[config.mk]
export PLATFORM = sky130hd
export DESIGN_NAME = slp_ctrl
export DESIGN_NICKNAME = d
export VERILOG_FILES = /design/src/rtl/slp_pkg.sv /design/src/rtl/slp_sync.sv /design/src/rtl/slp_fsm.sv /design/src/rtl/slp_guard.sv /design/src/rtl/slp_ctrl.sv
export SDC_FILE = /design/constraint.sdc
export NUM_CORES = 1
export LEC_CHECK = 0
export ABC_AREA = 0
export BUFFER_PORTS_ARGS = -buffer_cell sky130_fd_sc_hd__buf_2
export CORE_AREA = 2 2 39 41
export DETAILED_ROUTE_END_ITERATION = 6
export DIE_AREA = 0 0 41 43
export HOLD_SLACK_MARGIN = 0.02
export PLACE_DENSITY_LB_ADDON = 0.25
export SLEW_MARGIN = 0
export SYNTH_ARGS = -nofsm -noshare
export SYNTH_HDL_FRONTEND = slang
export SYNTH_SLANG_ARGS = --single-unit
[constraint.sdc]
create_clock -name clk -period 3.2 [get_ports clk]
set_input_delay 0.32 -clock clk [delete_from_list [all_inputs] [get_ports clk]]
set_output_delay 0.32 -clock clk [all_outputs]
set_load 0.02 [all_outputs]
[src/rtl/slp_pkg.sv]
package slp_pkg;

  typedef enum logic [2:0] {
    ST_AWAKE = 3'd0,
    ST_ENTER = 3'd1,
    ST_SLEEP = 3'd2,
    ST_EXIT  = 3'd3,
    ST_RECOV = 3'd4
  } slp_state_e;

  // Next-state rule; 'done' means the current timed phase has expired.
  function automatic slp_state_e slp_next(slp_state_e cur, logic req, logic done);
    slp_state_e n;
    n = cur;
    case (cur)
      ST_AWAKE: if (req)  n = ST_ENTER;
      ST_ENTER: if (done) n = ST_SLEEP;
      ST_SLEEP: if (!req) n = ST_EXIT;
      ST_EXIT:  if (done) n = ST_RECOV;
      ST_RECOV: if (done) n = ST_AWAKE;
      default:            n = ST_AWAKE;
    endcase
    return n;
  endfunction

  function automatic int unsigned slp_max3(int unsigned a, int unsigned b, int unsigned c);
    int unsigned m;
    m = (a > b) ? a : b;
    return (m > c) ? m : c;
  endfunction

endpackage

[src/rtl/slp_sync.sv]
module slp_sync #(
  parameter int unsigned STAGES = 2
) (
  input  logic clk,
  input  logic rst_n,
  input  logic d_async,
  output logic q_sync
);
  logic [STAGES-1:0] chain;

  genvar g;
  generate
    for (g = 0; g < STAGES; g++) begin : g_stage
      if (g == 0) begin : g_first
        always_ff @(posedge clk or negedge rst_n)
          if (!rst_n) chain[0] <= 1'b0;
          else        chain[0] <= d_async;
      end else begin : g_rest
        always_ff @(posedge clk or negedge rst_n)
          if (!rst_n) chain[g] <= 1'b0;
          else        chain[g] <= chain[g-1];
      end
    end
  endgenerate

  assign q_sync = chain[STAGES-1];
endmodule

[src/rtl/slp_fsm.sv]
module slp_fsm
  import slp_pkg::*;
#(
  parameter int unsigned ENTRY_CYC = 2,
  parameter int unsigned EXIT_CYC  = 2,
  parameter int unsigned REC_CYC   = 2
) (
  input  logic       clk,
  input  logic       rst_n,
  input  logic       req_s,
  output slp_state_e state_o,
  output logic       enter_start,
  output logic       in_recov,
  output logic       ready_o,
  output logic       asleep_o,
  output logic       retain_o
);
  localparam int unsigned MAXLAT = slp_max3(ENTRY_CYC, EXIT_CYC, REC_CYC);
  localparam int unsigned CW     = (MAXLAT > 1) ? $clog2(MAXLAT) : 1;

  slp_state_e    state, nxt;
  logic [CW-1:0] cnt;
  logic          cnt_zero;

  assign cnt_zero = (cnt == '0);

  always_comb nxt = slp_next(state, req_s, cnt_zero);

  always_ff @(posedge clk or negedge rst_n) begin
    if (!rst_n) begin
      state <= ST_AWAKE;
      cnt   <= '0;
    end else begin
      state <= nxt;
      if (nxt != state) begin
        case (nxt)
          ST_ENTER: cnt <= CW'(ENTRY_CYC - 1);
          ST_EXIT:  cnt <= CW'(EXIT_CYC - 1);
          ST_RECOV: cnt <= CW'(REC_CYC - 1);
          default:  cnt <= '0;
        endcase
      end else if (!cnt_zero) begin
        cnt <= cnt - 1'b1;
      end
    end
  end

  assign state_o     = state;
  assign enter_start = (state == ST_AWAKE) && req_s;
  assign in_recov    = (state == ST_RECOV);
  assign ready_o     = (state == ST_AWAKE);
  assign asleep_o    = (state == ST_SLEEP);
  assign retain_o    = (state == ST_SLEEP) || (state == ST_EXIT);

  // ready and asleep never overlap
  a_r4_ready_asleep_excl: assert property (@(posedge clk) disable iff (!rst_n)
    !(ready_o && asleep_o));
  // no departure from awake without a synchronised request
  a_r2_stay_awake: assert property (@(posedge clk) disable iff (!rst_n)
    (state == ST_AWAKE && !req_s) |=> (state == ST_AWAKE));
  // entry always completes into sleep, never back to awake
  a_r10_entry_completes: assert property (@(posedge clk) disable iff (!rst_n)
    (state == ST_ENTER) |=> (state == ST_ENTER || state == ST_SLEEP));
  // released request in sleep starts the exit next cycle
  a_r3_exit_starts: assert property (@(posedge clk) disable iff (!rst_n)
    (state == ST_SLEEP && !req_s) |=> (state == ST_EXIT));
  // asleep implies retention
  a_r5_retain_asleep: assert property (@(posedge clk) disable iff (!rst_n)
    asleep_o |-> retain_o);
endmodule

[src/rtl/slp_guard.sv]
module slp_guard #(
  parameter int unsigned NUM_CE  = 3,
  parameter int unsigned NUM_STB = 2
) (
  input  logic               clk,
  input  logic               rst_n,
  input  logic               enter_start,
  input  logic               in_recov,
  input  logic [NUM_CE-1:0]  ce,
  input  logic [NUM_STB-1:0] stb,
  input  logic               pending,
  output logic               invalid_o,
  output logic               proto_o,
  output logic               viol_o
);
  logic any_sel, any_stb, recov_hit;

  assign any_sel   = |ce;
  assign any_stb   = |stb;
  assign recov_hit = in_recov && (any_sel || any_stb);

  always_ff @(posedge clk or negedge rst_n) begin
    if (!rst_n) begin
      invalid_o <= 1'b0;
      proto_o   <= 1'b0;
      viol_o    <= 1'b0;
    end else begin
      invalid_o <= enter_start && pending;
      if (enter_start && any_sel) proto_o <= 1'b1;
      if (recov_hit)              viol_o  <= 1'b1;
    end
  end

  // violation is sticky
  a_r8_viol_sticky: assert property (@(posedge clk) disable iff (!rst_n)
    viol_o |=> viol_o);
  // recovery access always raises the flag
  a_r8_viol_raise: assert property (@(posedge clk) disable iff (!rst_n)
    recov_hit |=> viol_o);
  // protocol error is sticky
  a_r7_proto_sticky: assert property (@(posedge clk) disable iff (!rst_n)
    proto_o |=> proto_o);
  // invalid pulse lasts one cycle
  a_r6_invalid_pulse: assert property (@(posedge clk) disable iff (!rst_n)
    invalid_o |=> !invalid_o);
endmodule

[src/rtl/slp_ctrl.sv]
module slp_ctrl
  import slp_pkg::*;
#(
  parameter int unsigned NUM_CE      = 3,
  parameter int unsigned NUM_STB     = 2,
  parameter int unsigned SYNC_STAGES = 2,
  parameter int unsigned ENTRY_CYC   = 2,
  parameter int unsigned EXIT_CYC    = 2,
  parameter int unsigned REC_CYC     = 2
) (
  input  logic               clk,
  input  logic               rst_n,
  input  logic               sleep_req,
  input  logic [NUM_CE-1:0]  chip_en,
  input  logic [NUM_STB-1:0] addr_stb,
  input  logic               access_pending,
  output logic               ready,
  output logic               asleep,
  output logic               retain,
  output logic               access_invalid,
  output logic               proto_err,
  output logic               recov_viol
);
  logic       req_s;
  slp_state_e state;
  logic       enter_start;
  logic       in_recov;

  slp_sync #(.STAGES(SYNC_STAGES)) u_sync (
    .clk     (clk),
    .rst_n   (rst_n),
    .d_async (sleep_req),
    .q_sync  (req_s)
  );

  slp_fsm #(
    .ENTRY_CYC (ENTRY_CYC),
    .EXIT_CYC  (EXIT_CYC),
    .REC_CYC   (REC_CYC)
  ) u_fsm (
    .clk         (clk),
    .rst_n       (rst_n),
    .req_s       (req_s),
    .state_o     (state),
    .enter_start (enter_start),
    .in_recov    (in_recov),
    .ready_o     (ready),
    .asleep_o    (asleep),
    .retain_o    (retain)
  );

  slp_guard #(.NUM_CE(NUM_CE), .NUM_STB(NUM_STB)) u_guard (
    .clk         (clk),
    .rst_n       (rst_n),
    .enter_start (enter_start),
    .in_recov    (in_recov),
    .ce          (chip_en),
    .stb         (addr_stb),
    .pending     (access_pending),
    .invalid_o   (access_invalid),
    .proto_o     (proto_err),
    .viol_o      (recov_viol)
  );

  // the violation flag can only rise out of a recovery cycle
  a_r9_viol_only_recov: assert property (@(posedge clk) disable iff (!rst_n)
    $rose(recov_viol) |-> $past(state) == ST_RECOV);
endmodule

======== After elaboration in Yosys (flattened, before gate mapping) ========
Cells that the tools add are included.
word-level totals
  bits in registers ....................... 9
  output and inout port bits .............. 6
cells by class
  add/subtract/negate cells ............... 1
  equality and inequality tests ........... 8
  multiplexer cells ....................... 9
  reductions and logical operators ........ 10
operators with widths
  kind                 number
  $mux 3               5
  $pmux 3 s5           1
  $eq 3x2->1 const B   3
  $eq 3x1->1 const B   2
  $eq 3x3->1 const B   2
  $reduce_or 3->1      2
  $logic_and 1x1->1    4
  $logic_not 3->1      1
  $mux 1               3
  $ne 3x3->1           1
  $logic_or 1x1->1     2
  $reduce_or 2->1      1
  $sub 1x1->1 const B  1

======== Logic depth before layout (Yosys ltp) ========
Gate-level depths: netlist of run 1.
  word-level depth ........................ 6
  mapped depth ............................ 4
  mapped depth without buffers ............ 3

======== By module ========
From an unflattened synthesis of run 1, not the netlist that was laid out.
second synthesis, totals
  cell total of the unflattened synthesis .. 31
  area total of the unflattened synthesis .. 381.6 sq um
by module, submodules not included
  module     times used  cells an instance  area each (sq um)
  slp_fsm    1           21                 216.5
  slp_guard  1           8                  115.1
  slp_sync   1           2                  50.0

======== Least setup slack after synthesis of run 1 ========
Ideal clock, no wire load.
  kind .................................... register -> output
  start point ............................. register u_fsm.state[1], in the netlist u_fsm.state_o[1]
  end point ............................... output port asleep
  data arrival time ....................... 1.101 ns
  required time ........................... 2.880 ns
  path slack .............................. 1.779 ns
  cell stages (with the launch flop) ...... 4
  path buffers ............................ 1
  path through ............................ dfrtp_1 > buf_6 > nor2b_2 > nor2b_1
between the ends
  cells in the longest elaborated chain, start to end .. 1
ends and longest elaborated chain
  what                      line            text
  start: declaration        slp_fsm.sv:21   slp_state_e state, nxt;
  start signal: assignment  slp_fsm.sv:34   state <= nxt;
  $eq 3x2->1                slp_fsm.sv:52   assign asleep_o = (state == ST_SLEEP);
  end: declaration          slp_ctrl.sv:18  output logic asleep,
Every way passes these cells.

======== Final worst setup path of run 1 ========
Ends and elaborated chain as after synthesis.

==> reports/results.ini, run 1 <==
[outcome]
run_status = complete, no violations

[global_route]
grt_pass1_wl_um = 1210
grt.total_usage = 0.105
grt_pass1_vias = 297
grt_max_degree = 10
gr-total-overflow = 0
grt_antenna_before_repair = 0

[routing]
drtIter0Drc = 2
drc = 0
antenna_left = 0
wl_um = 675
via_per_inst = 4.52
first_pass_iters = 2
vias = 294
avgRoutedWirePerCell_um = 10.4

[yosys]
yosys_warnings = 0
synth_common_cells = dfrtp_1, nor2_1, a21oi_1
synthFlopType = dfrtp_1
syn_avg_cell_area_um2 = 12.0
yosysMostFrequentCell = dfrtp_1
yosysUniqueCellTypes = 18
synth_seq_cells = 9
ys_top_cells_by_area = dfrtp_1, nor2_1, buf_6
synth_area_um2 = 372
synthArstFlopShare = 1.00
synth_top_area_frac = 0.606
post-synth-top-area-cell = dfrtp_1
synthCells = 31
synth_enable_flop_cells = 0
synth.yosys.seq_area_share = 0.606
syn_nets = 40

[floorplanning]
core.rowCount = 14
die_y_um = 43
fp.dieArea_mm2 = 0.00176
dieWidth_um = 41
io_pins = 15
coreArea_mm2 = 0.00138
initial_core_util = 0.269

[final_layout]
area_growth_pct = 31.0
fin_nets = 59
drive_gt1_frac = 0.388
nFillCells = 140
final_util = 0.352
n_antenna_cell = 0

[timing]
max-slew-margin-rel = 0.834
period_needed_ns = 1.56
setup_tns_ns = 0
final_hold_viol_count = 0
period_share = 0.489
setup_ws_ns = 1.64
worstMarginPinSlew_ns = 0.250
worst_clock_skew_ns = 0.00258
fmax_mhz = 639
rsz0062_at_grt = false
setup_viol = 0
slew_viol_final = 0

[min_path]
worstHoldPathCells = 1
hp-class = primary input to flop

[cts]
cts-root-buf = clkbuf_4
clkTransAtPathRegs_ns = 0.06
cts_tree = built
clock_sinks = 9
clk_path_buf_depth = 2
cts_htree_levels = 1
clk_latency_ns = 0.25
cts_made_buffers = 3
cts_setup_buffers = 0

[setup_path]
slowest_stage = dfrtp_1
max_stage_delay_ns = 0.48
r2r_cells = 2
crit_path_start_kind = flop
cp_top_family = flip-flops
critPathCaptureType = output port
cp.depth = 3
path_buf_inv = 1
worstPathArrival_ns = 1.24
worstPathRequired_ns = 2.88
crit_type = flop to output port
crit_chain = nor2b_2 -> nor2b_1 -> buf_2
critical_path.max_fanout = 7

[placed_design]
portBuffers = 14
finalWeightedCongestion = 0.683
place_ws_ns = 1.93

[job]
cap_violations = 0

[power_and_ir_drop]
power_leakage_nw = 0.229
powerDensity_mw_per_mm2 = 917
peakVddDrop_uv = 265
p_total_mw = 0.446

## per-layer routing
layer / vias to the layer above / GRT usage / part of all wire
met1: 139 / 0.136 / 0.48
met3: 0 / 0.0314 / 0.059
met4: 0 / 0.0800 / 0
li1: 145 / - / -
met2: 10 / 0.141 / 0.46
met5: - / 0 / 0
## logic make-up after synthesis
group | synth area share
buf+inv | 0.0303
flops | 0.606
simple gates | 0.226
xor+xnor | 0.0471
compound gates | 0.0909
## metrics by stage
stage,hold WS [ns],instance area [µm²],cells
after global placement,0.180,450,60
after detailed placement,0.185,450,60
after floorplan,0.0244,372,31
after global routing,0.151,487,65
after CTS,0.160,487,65
final,0.171,487,65
## layout by cell type, fill, tap and decap left out, drive strengths merged
cell / count
buf: 14
dfrtp: 9
nor2: 5
clkbuf: 4
a21oi: 2
nor2b: 2
nor3: 2
and2b: 1
xnor2: 1
xor2: 1
a32o: 1
o21ai: 1
or3b: 1
and3: 1
or3: 1
nor4: 1
a31o: 1
dlygate4sd3: 1
## final timing paths
path	endpoint	slack [ns]	startpoint
worst max-delay path	asleep	1.64	u_fsm.state_o[1]
worst min-delay path	u_sync.chain[0]	0.17	sleep_req
worst max register to register	u_fsm.cnt	2.13	u_fsm.state_o[1]
worst min register to register	u_sync.q_sync	0.35	u_sync.chain[0]
max in group asynchronous	u_guard.invalid_o	2.58	rst_n
min in group asynchronous	u_fsm.state_o[1]	0.44	rst_n
## repair_timing
| action | CTS | global route |
|---|---|---|
| resized for setup | 0 | 0 |
| hold buffers | 1 | 0 |
| hold endpoints to repair | 9 | 0 |
## registers in the layout (all words and copies together) (netlist names)
register / flops
u_fsm.state_o: 3
u_guard.proto_o: 1
u_fsm.cnt: 1
u_guard.invalid_o: 1
u_guard.viol_o: 1
u_sync.q_sync: 1
u_sync.chain: 1
## power breakdown
group          switching [mW]  internal (mW)
Clock                  0.0373         0.0479
Combinational          0.0944         0.0751
Sequential             0.0458          0.146
Total                   0.177          0.269
## final cells by class
cell class	instances	area [µm²]	share of cell area
Clock buffer	4	26.3	0.0540
Sequential cell	9	225	0.463
Multi-Input combinational cell	21	135	0.278
Tap cell	16	20.0	0.0411
Timing Repair Buffer	15	80.1	0.165
## worst register-to-register path, cell delays in order (launching register included)
cell,delay [ns]
dfrtp_1,0.46
or3b_1,0.40
a21oi_1,0.14
No activity file was read; power rests on OpenSTA's default activity.
==> run 2: changes to the inputs <==
Clock period 3.2 ns to 1.4 ns, I/O delays scaled along.
==> run 2 against run 1 <==
First-iteration DRC count is 100% higher. Worst setup slack worse by 1.5 ns. Cell count is 1.5% higher. Core utilization is 1.3 points higher. Critical endpoint is now ready.
==> reports/results.ini, run 2 (synthesis gave the netlist of run 1 again) <==
[min_path]
whs_endpoint = u_guard.viol_o
worstHoldPathCells = 3  ; +2
worstHoldStart = addr_stb[0]
hp-class = primary input to flop

[global_route]
gr-total-overflow = 0  ; unchanged
grt_pass1_vias = 308  ; +3.7%
grt.total_usage = 0.114  ; +0.00918
grt_pass1_wl_um = 1280  ; +5.7%
grt_max_degree = 10  ; unchanged
grt_antenna_before_repair = 0  ; unchanged

[placed_design]
finalWeightedCongestion = 0.679  ; -0.56%
placed_area_um2 = 450  ; unchanged
portBuffers = 14  ; unchanged
place_ws_ns = 0.304  ; -1.62 ns

[cts]
cts-root-buf = clkbuf_4
clkTransAtPathRegs_ns = 0.06  ; about the same
clk_path_buf_depth = 2  ; unchanged
cts_setup_buffers = 0  ; unchanged
cts_tree = built
cts_htree_levels = 1  ; unchanged
clk_latency_ns = 0.25  ; about the same
clock_sinks = 9  ; unchanged
cts_made_buffers = 3  ; unchanged

[final_layout]
layout_commonest_cell = buf_2
largest_register_ffs = 3  ; unchanged
final_util = 0.364  ; +0.0127
n_antenna_cell = 0  ; unchanged
area_growth_pct = 35.7
fin_nets = 60  ; +1.7%
drive_gt1_frac = 0.420  ; +0.0322
design_area_um2 = 504  ; +3.6%
mostFrequentLayoutCells = buf_2, dfrtp_1, nor2_1, clkbuf_4

[setup_path]
crit_path_start_kind = flop
crit_type = flop to output port
crit-reg2reg-launch = u_fsm.state_o[1]
worstPathArrival_ns = 1.17  ; -0.07 ns
timing.rr.end = u_fsm.cnt
critical_path.max_fanout = 7  ; unchanged
critPathCaptureType = output port
worstPathRequired_ns = 1.26  ; -1.62 ns
rrSetupSlack_ns = 0.33  ; -1.80 ns
r2r_cells = 2  ; unchanged

[routing]
via_per_inst = 4.64  ; +2.5%
drc = 0  ; unchanged
drtIter0Drc = 4  ; +2
antenna_left = 0  ; unchanged
first_pass_iters = 4  ; +2
vias = 306  ; +4.1%
avgRoutedWirePerCell_um = 10.1  ; -2.5%
wl_um = 668  ; -1.0%

[timing]
rsz0062_at_grt = false
setup_tns_ns = 0  ; unchanged
period_needed_ns = 1.31
fmax_mhz = 764
slew_viol_final = 0  ; unchanged
setup_viol = 0  ; unchanged
period_share = 0.935
max-slew-margin-rel = 0.847  ; +0.0138
setup_ws_ns = 0.0908  ; -1.55 ns
worst_clock_skew_ns = 0.00292  ; +0.000340 ns
timing.hold.ws_ns = 0.120  ; -0.0511 ns
final_hold_viol_count = 0  ; unchanged
worstMarginPinSlew_ns = 0.227  ; -0.0228 ns

[power_and_ir_drop]
powerDensity_mw_per_mm2 = 2060  ; +120%
power_leakage_nw = 0.234  ; +2.3%
peakVddDrop_uv = 734  ; +180%

[outcome]
run_status = complete, no violations

[floorplanning]
core.rowCount = 14  ; unchanged
dieWidth_um = 41  ; unchanged
coreArea_mm2 = 0.00138  ; unchanged
io_pins = 15  ; unchanged
fp.dieArea_mm2 = 0.00176  ; unchanged
initial_core_util = 0.269  ; unchanged
die_y_um = 43  ; unchanged

[job]
cap_violations = 0  ; unchanged

[run 2: changes by cell type in the layout (fill, tap and decap cells not counted)]
| cell | before | now |
|---|---|---|
| dfrtp_1 | 9 | 7 |
| dfrtp_2 | 0 | 2 |
| dlygate4sd3_1 | 1 | 2 |
| nor2b_2 | 1 | 0 |
| nor2b_4 | 0 | 1 |
[run 2: worst max-delay path by stage]
stage,cells past startpoint,to,start
floorplan,3,asleep,u_fsm.state_o[1]
global placement,2,ready,u_fsm.state_o[1]
detailed placement,3,asleep,u_fsm.state_o[1]
CTS,3,asleep,u_fsm.state_o[1]
global route,2,ready,u_fsm.state_o[0]
finish,2,ready,u_fsm.state_o[1]
[run 2: report_power, final]
group	total, mW	switching (mW)	internal (mW)	leakage [nW]
clock	0.191	0.0815	0.109	0.0150
combinational	0.401	0.215	0.186	0.116
sequential	0.448	0.108	0.340	0.102
total	1.04	0.405	0.635	0.234
[run 2: metrics by stage]
stage / instances / power [mW]
floorplan: 31 / 0.737
global placement: 60 / 0.833
detailed placement: 60 / 0.827
CTS: 66 / 1.04
global route: 66 / 1.14
finish: 66 / 1.04
[run 2: final cells by class]
cell class,count,area (µm²)
Fill cell,152,880
Sequential cell,9,228
Multi-Input combinational cell,21,140
Timing Repair Buffer,16,90.1
Clock buffer,4,26.3
Tap cell,16,20.0
[run 2: timing repair]
item / 4_1_cts / 5_1_grt
setup endpoints to repair: 0 / 2
gates resized for setup: 0 / 3
hold endpoints to repair: 10 / 0
hold buffers: 2 / 0
[run 2: critical path: stages, from the launching register on]
cell and delay (ns):
dfrtp_2 0.46, nor3_2 0.25, buf_2 0.21
[run 2: routing by layer]
metal  share of wire  vias to the layer above  track usage
li1                -                      147            -
met1            0.43                      145        0.136
met2            0.49                       12        0.159
met3           0.061                        2       0.0314
met4           0.015                        0        0.100
met5               0                        -            0
==> run 3: changes to the inputs <==
Clock period 1.4 ns to 1.2 ns, I/O delays scaled along.
==> run 3 against run 2 <==
The run now ends with negative setup slack left. Critical path depth up 1. Register-to-register slack worse by 0.29 ns. Final area up 22%. Worst setup slack got worse by 0.11 ns. Power grew 57%. Global-route usage shrank 0.15 points. Sequential power grew 13%. Non-clock buffer count rose by 7. Critical endpoint is now asleep. Largest cell class unchanged.
==> reports/results.ini, run 3 (synthesis gave the netlist of run 1 again) <==
[setup_path]
timing.rr.end = u_fsm.cnt
worstPathRequired_ns = 1.08  ; -0.18 ns
crit_path_start_kind = flop
slowest_stage = dfrtp_2
rrSetupSlack_ns = 0.04  ; -0.29 ns
crit-reg2reg-launch = u_fsm.state_o[1]
crit_type = flop to output port
r2r_cells = 3  ; +1
crit_chain = nor2b_4 -> nor2b_4 -> buf_6
setup.worst_path.start = u_fsm.state_o[1]
critPathCaptureType = output port
worstPathArrival_ns = 1.10  ; -0.07 ns
critPathCapture = asleep
cp_common_cell = nor2b_4
critical_path.max_fanout = 3  ; -4
max_stage_delay_ns = 0.41  ; -0.05 ns

[timing]
setup_viol = 1  ; +1
timing.hold.ws_ns = 0.103  ; -0.0171 ns
max-slew-margin-rel = 0.841  ; -0.00601
period_needed_ns = 1.22
period_share = 1.02
rsz0062_at_grt = true
final_hold_viol_count = 0  ; unchanged
setup_ws_ns = -0.0184  ; -0.109 ns
fmax_mhz = 821
worst_clock_skew_ns = 0.00124  ; -0.00168 ns
slew_viol_final = 0  ; unchanged
worstMarginPinSlew_ns = 0.236  ; +0.00893 ns

[global_route]
grt.total_usage = 0.113  ; -0.00148
gr-total-overflow = 0  ; unchanged
grt_max_degree = 10  ; unchanged
grt_antenna_before_repair = 0  ; unchanged
grt_pass1_wl_um = 1360  ; +6.5%
grt_pass1_vias = 344  ; +12%

[power_and_ir_drop]
power_frac_clock = 0.139  ; -0.044
seqPwrFrac = 0.312  ; -0.119
intPower_mw = 1.03  ; +63%
powerDensity_mw_per_mm2 = 2650  ; +29%
peakVddDrop_uv = 1100  ; +50%
power_leakage_nw = 0.288  ; +23%
p_switching_mw = 0.598  ; +48%
p_comb_frac = 0.549  ; +0.163
netSwitchingFraction = 0.366  ; -0.0231

[routing]
drtIter0Drc = 2  ; -2
antenna_left = 0  ; unchanged
first_pass_iters = 4  ; unchanged
via_per_inst = 4.51  ; -2.8%
avgRoutedWirePerCell_um = 10.9  ; +7.7%
wl_um = 796  ; +19%
drc = 0  ; unchanged
vias = 329  ; +7.5%

[placed_design]
finalWeightedCongestion = 0.661  ; -2.8%
hpwl_um = 502
portBuffers = 14  ; unchanged
placed_area_um2 = 460  ; +2.2%

[floorplanning]
dieWidth_um = 41  ; unchanged
initial_core_util = 0.269  ; unchanged
fp.dieArea_mm2 = 0.00176  ; unchanged
die_y_um = 43  ; unchanged
io_pins = 15  ; unchanged
coreArea_mm2 = 0.00138  ; unchanged
core.rowCount = 14  ; unchanged

[cts]
clkTransAtPathRegs_ns = 0.06  ; about the same
cts-root-buf = clkbuf_4
cts_made_buffers = 3  ; unchanged
clk_latency_ns = 0.25  ; about the same
clock_sinks = 9  ; unchanged
cts_htree_levels = 1  ; unchanged
clk_path_buf_depth = 2  ; unchanged
cts_tree = built

[final_layout]
mostFrequentLayoutCells = buf_2, dfrtp_1, nor2_1, buf_4
design_area_um2 = 614  ; +22%
drive_gt1_frac = 0.579  ; +0.159
n_antenna_cell = 0  ; unchanged
fin_nets = 67  ; +12%
largest_register_ffs = 3  ; unchanged
area_growth_pct = 65.3
layout_commonest_cell = buf_2

[min_path]
hp-class = primary input to flop
worstHoldPathCells = 2  ; -1

[outcome]
run_status = complete, but fails checks
violations = negative setup slack

[job]
cap_violations = 0  ; unchanged

==> run 3: timing repair <==
action,CTS,global route
cloned,0,0
setup endpoints to repair,3,4
buffers inserted,6,0
resized for setup,10,4
hold buffers,2,0
pin swaps,1,2
endpoints found under the hold margin,10,0
==> run 3: worst min-delay path by stage <==
| stage | from | endpoint | slack, ns |
|---|---|---|---|
| 3_3_place_gp | rst_n | u_sync.q_sync | -0.01 |
| 2_1_floorplan | rst_n | u_fsm.cnt | -0.18 |
| 4_1_cts | access_pending | u_guard.invalid_o | 0.1 |
| 6_report | access_pending | u_guard.invalid_o | 0.10 |
| 5_1_grt | access_pending | u_guard.invalid_o | 0.1 |
| 3_5_place_dp | rst_n | u_guard.invalid_o | -0.02 |
==> run 3: metal layers <==
metal | vias up | global-route usage | share of wire
met5 | - | 0 | 0
met4 | 0 | 0.0600 | 0
met3 | 0 | 0.0314 | 0.053
met2 | 11 | 0.156 | 0.51
met1 | 158 | 0.154 | 0.44
li1 | 160 | - | -
==> run 3: final cells by class <==
cell class / count / area [µm²]
fill: 139 / 769
sequential: 9 / 229
timing repair buffer: 23 / 171
multi-input combinational: 21 / 168
clock buffer: 4 / 26.3
tap: 16 / 20.0
==> run 3: worst max-delay path, delay by kind of cell (launching register included) <==
kind / cells / cell delay [ns]
AND/OR/NAND/NOR: 2 / 0.32
flip-flops: 1 / 0.41
buffers and inverters: 1 / 0.11
==> run 3: power groups by stage <==
stage,sequential (mW),clock [mW],combinational (mW)
4_1_cts,0.501,0.239,0.824
3_5_place_dp,0.514,0,0.465
2_1_floorplan,0.487,0,0.382
3_3_place_gp,0.513,0,0.471
6_report,0.508,0.227,0.896
5_1_grt,0.514,0.262,0.961
==> run 3: stage by stage <==
stage	utilization	TNS [ns]	setup slack (ns)	power, mW	cells
5_1_grt	0.444	-0.108	-0.0689	1.74	73
6_report	0.444	-0.0184	-0.0184	1.63	73
2_1_floorplan	-	0	0.0540	0.868	31
3_5_place_dp	0.333	0	0.114	0.979	61
3_3_place_gp	0.333	0	0.102	0.984	61
4_1_cts	0.431	-0.0321	-0.0269	1.56	73
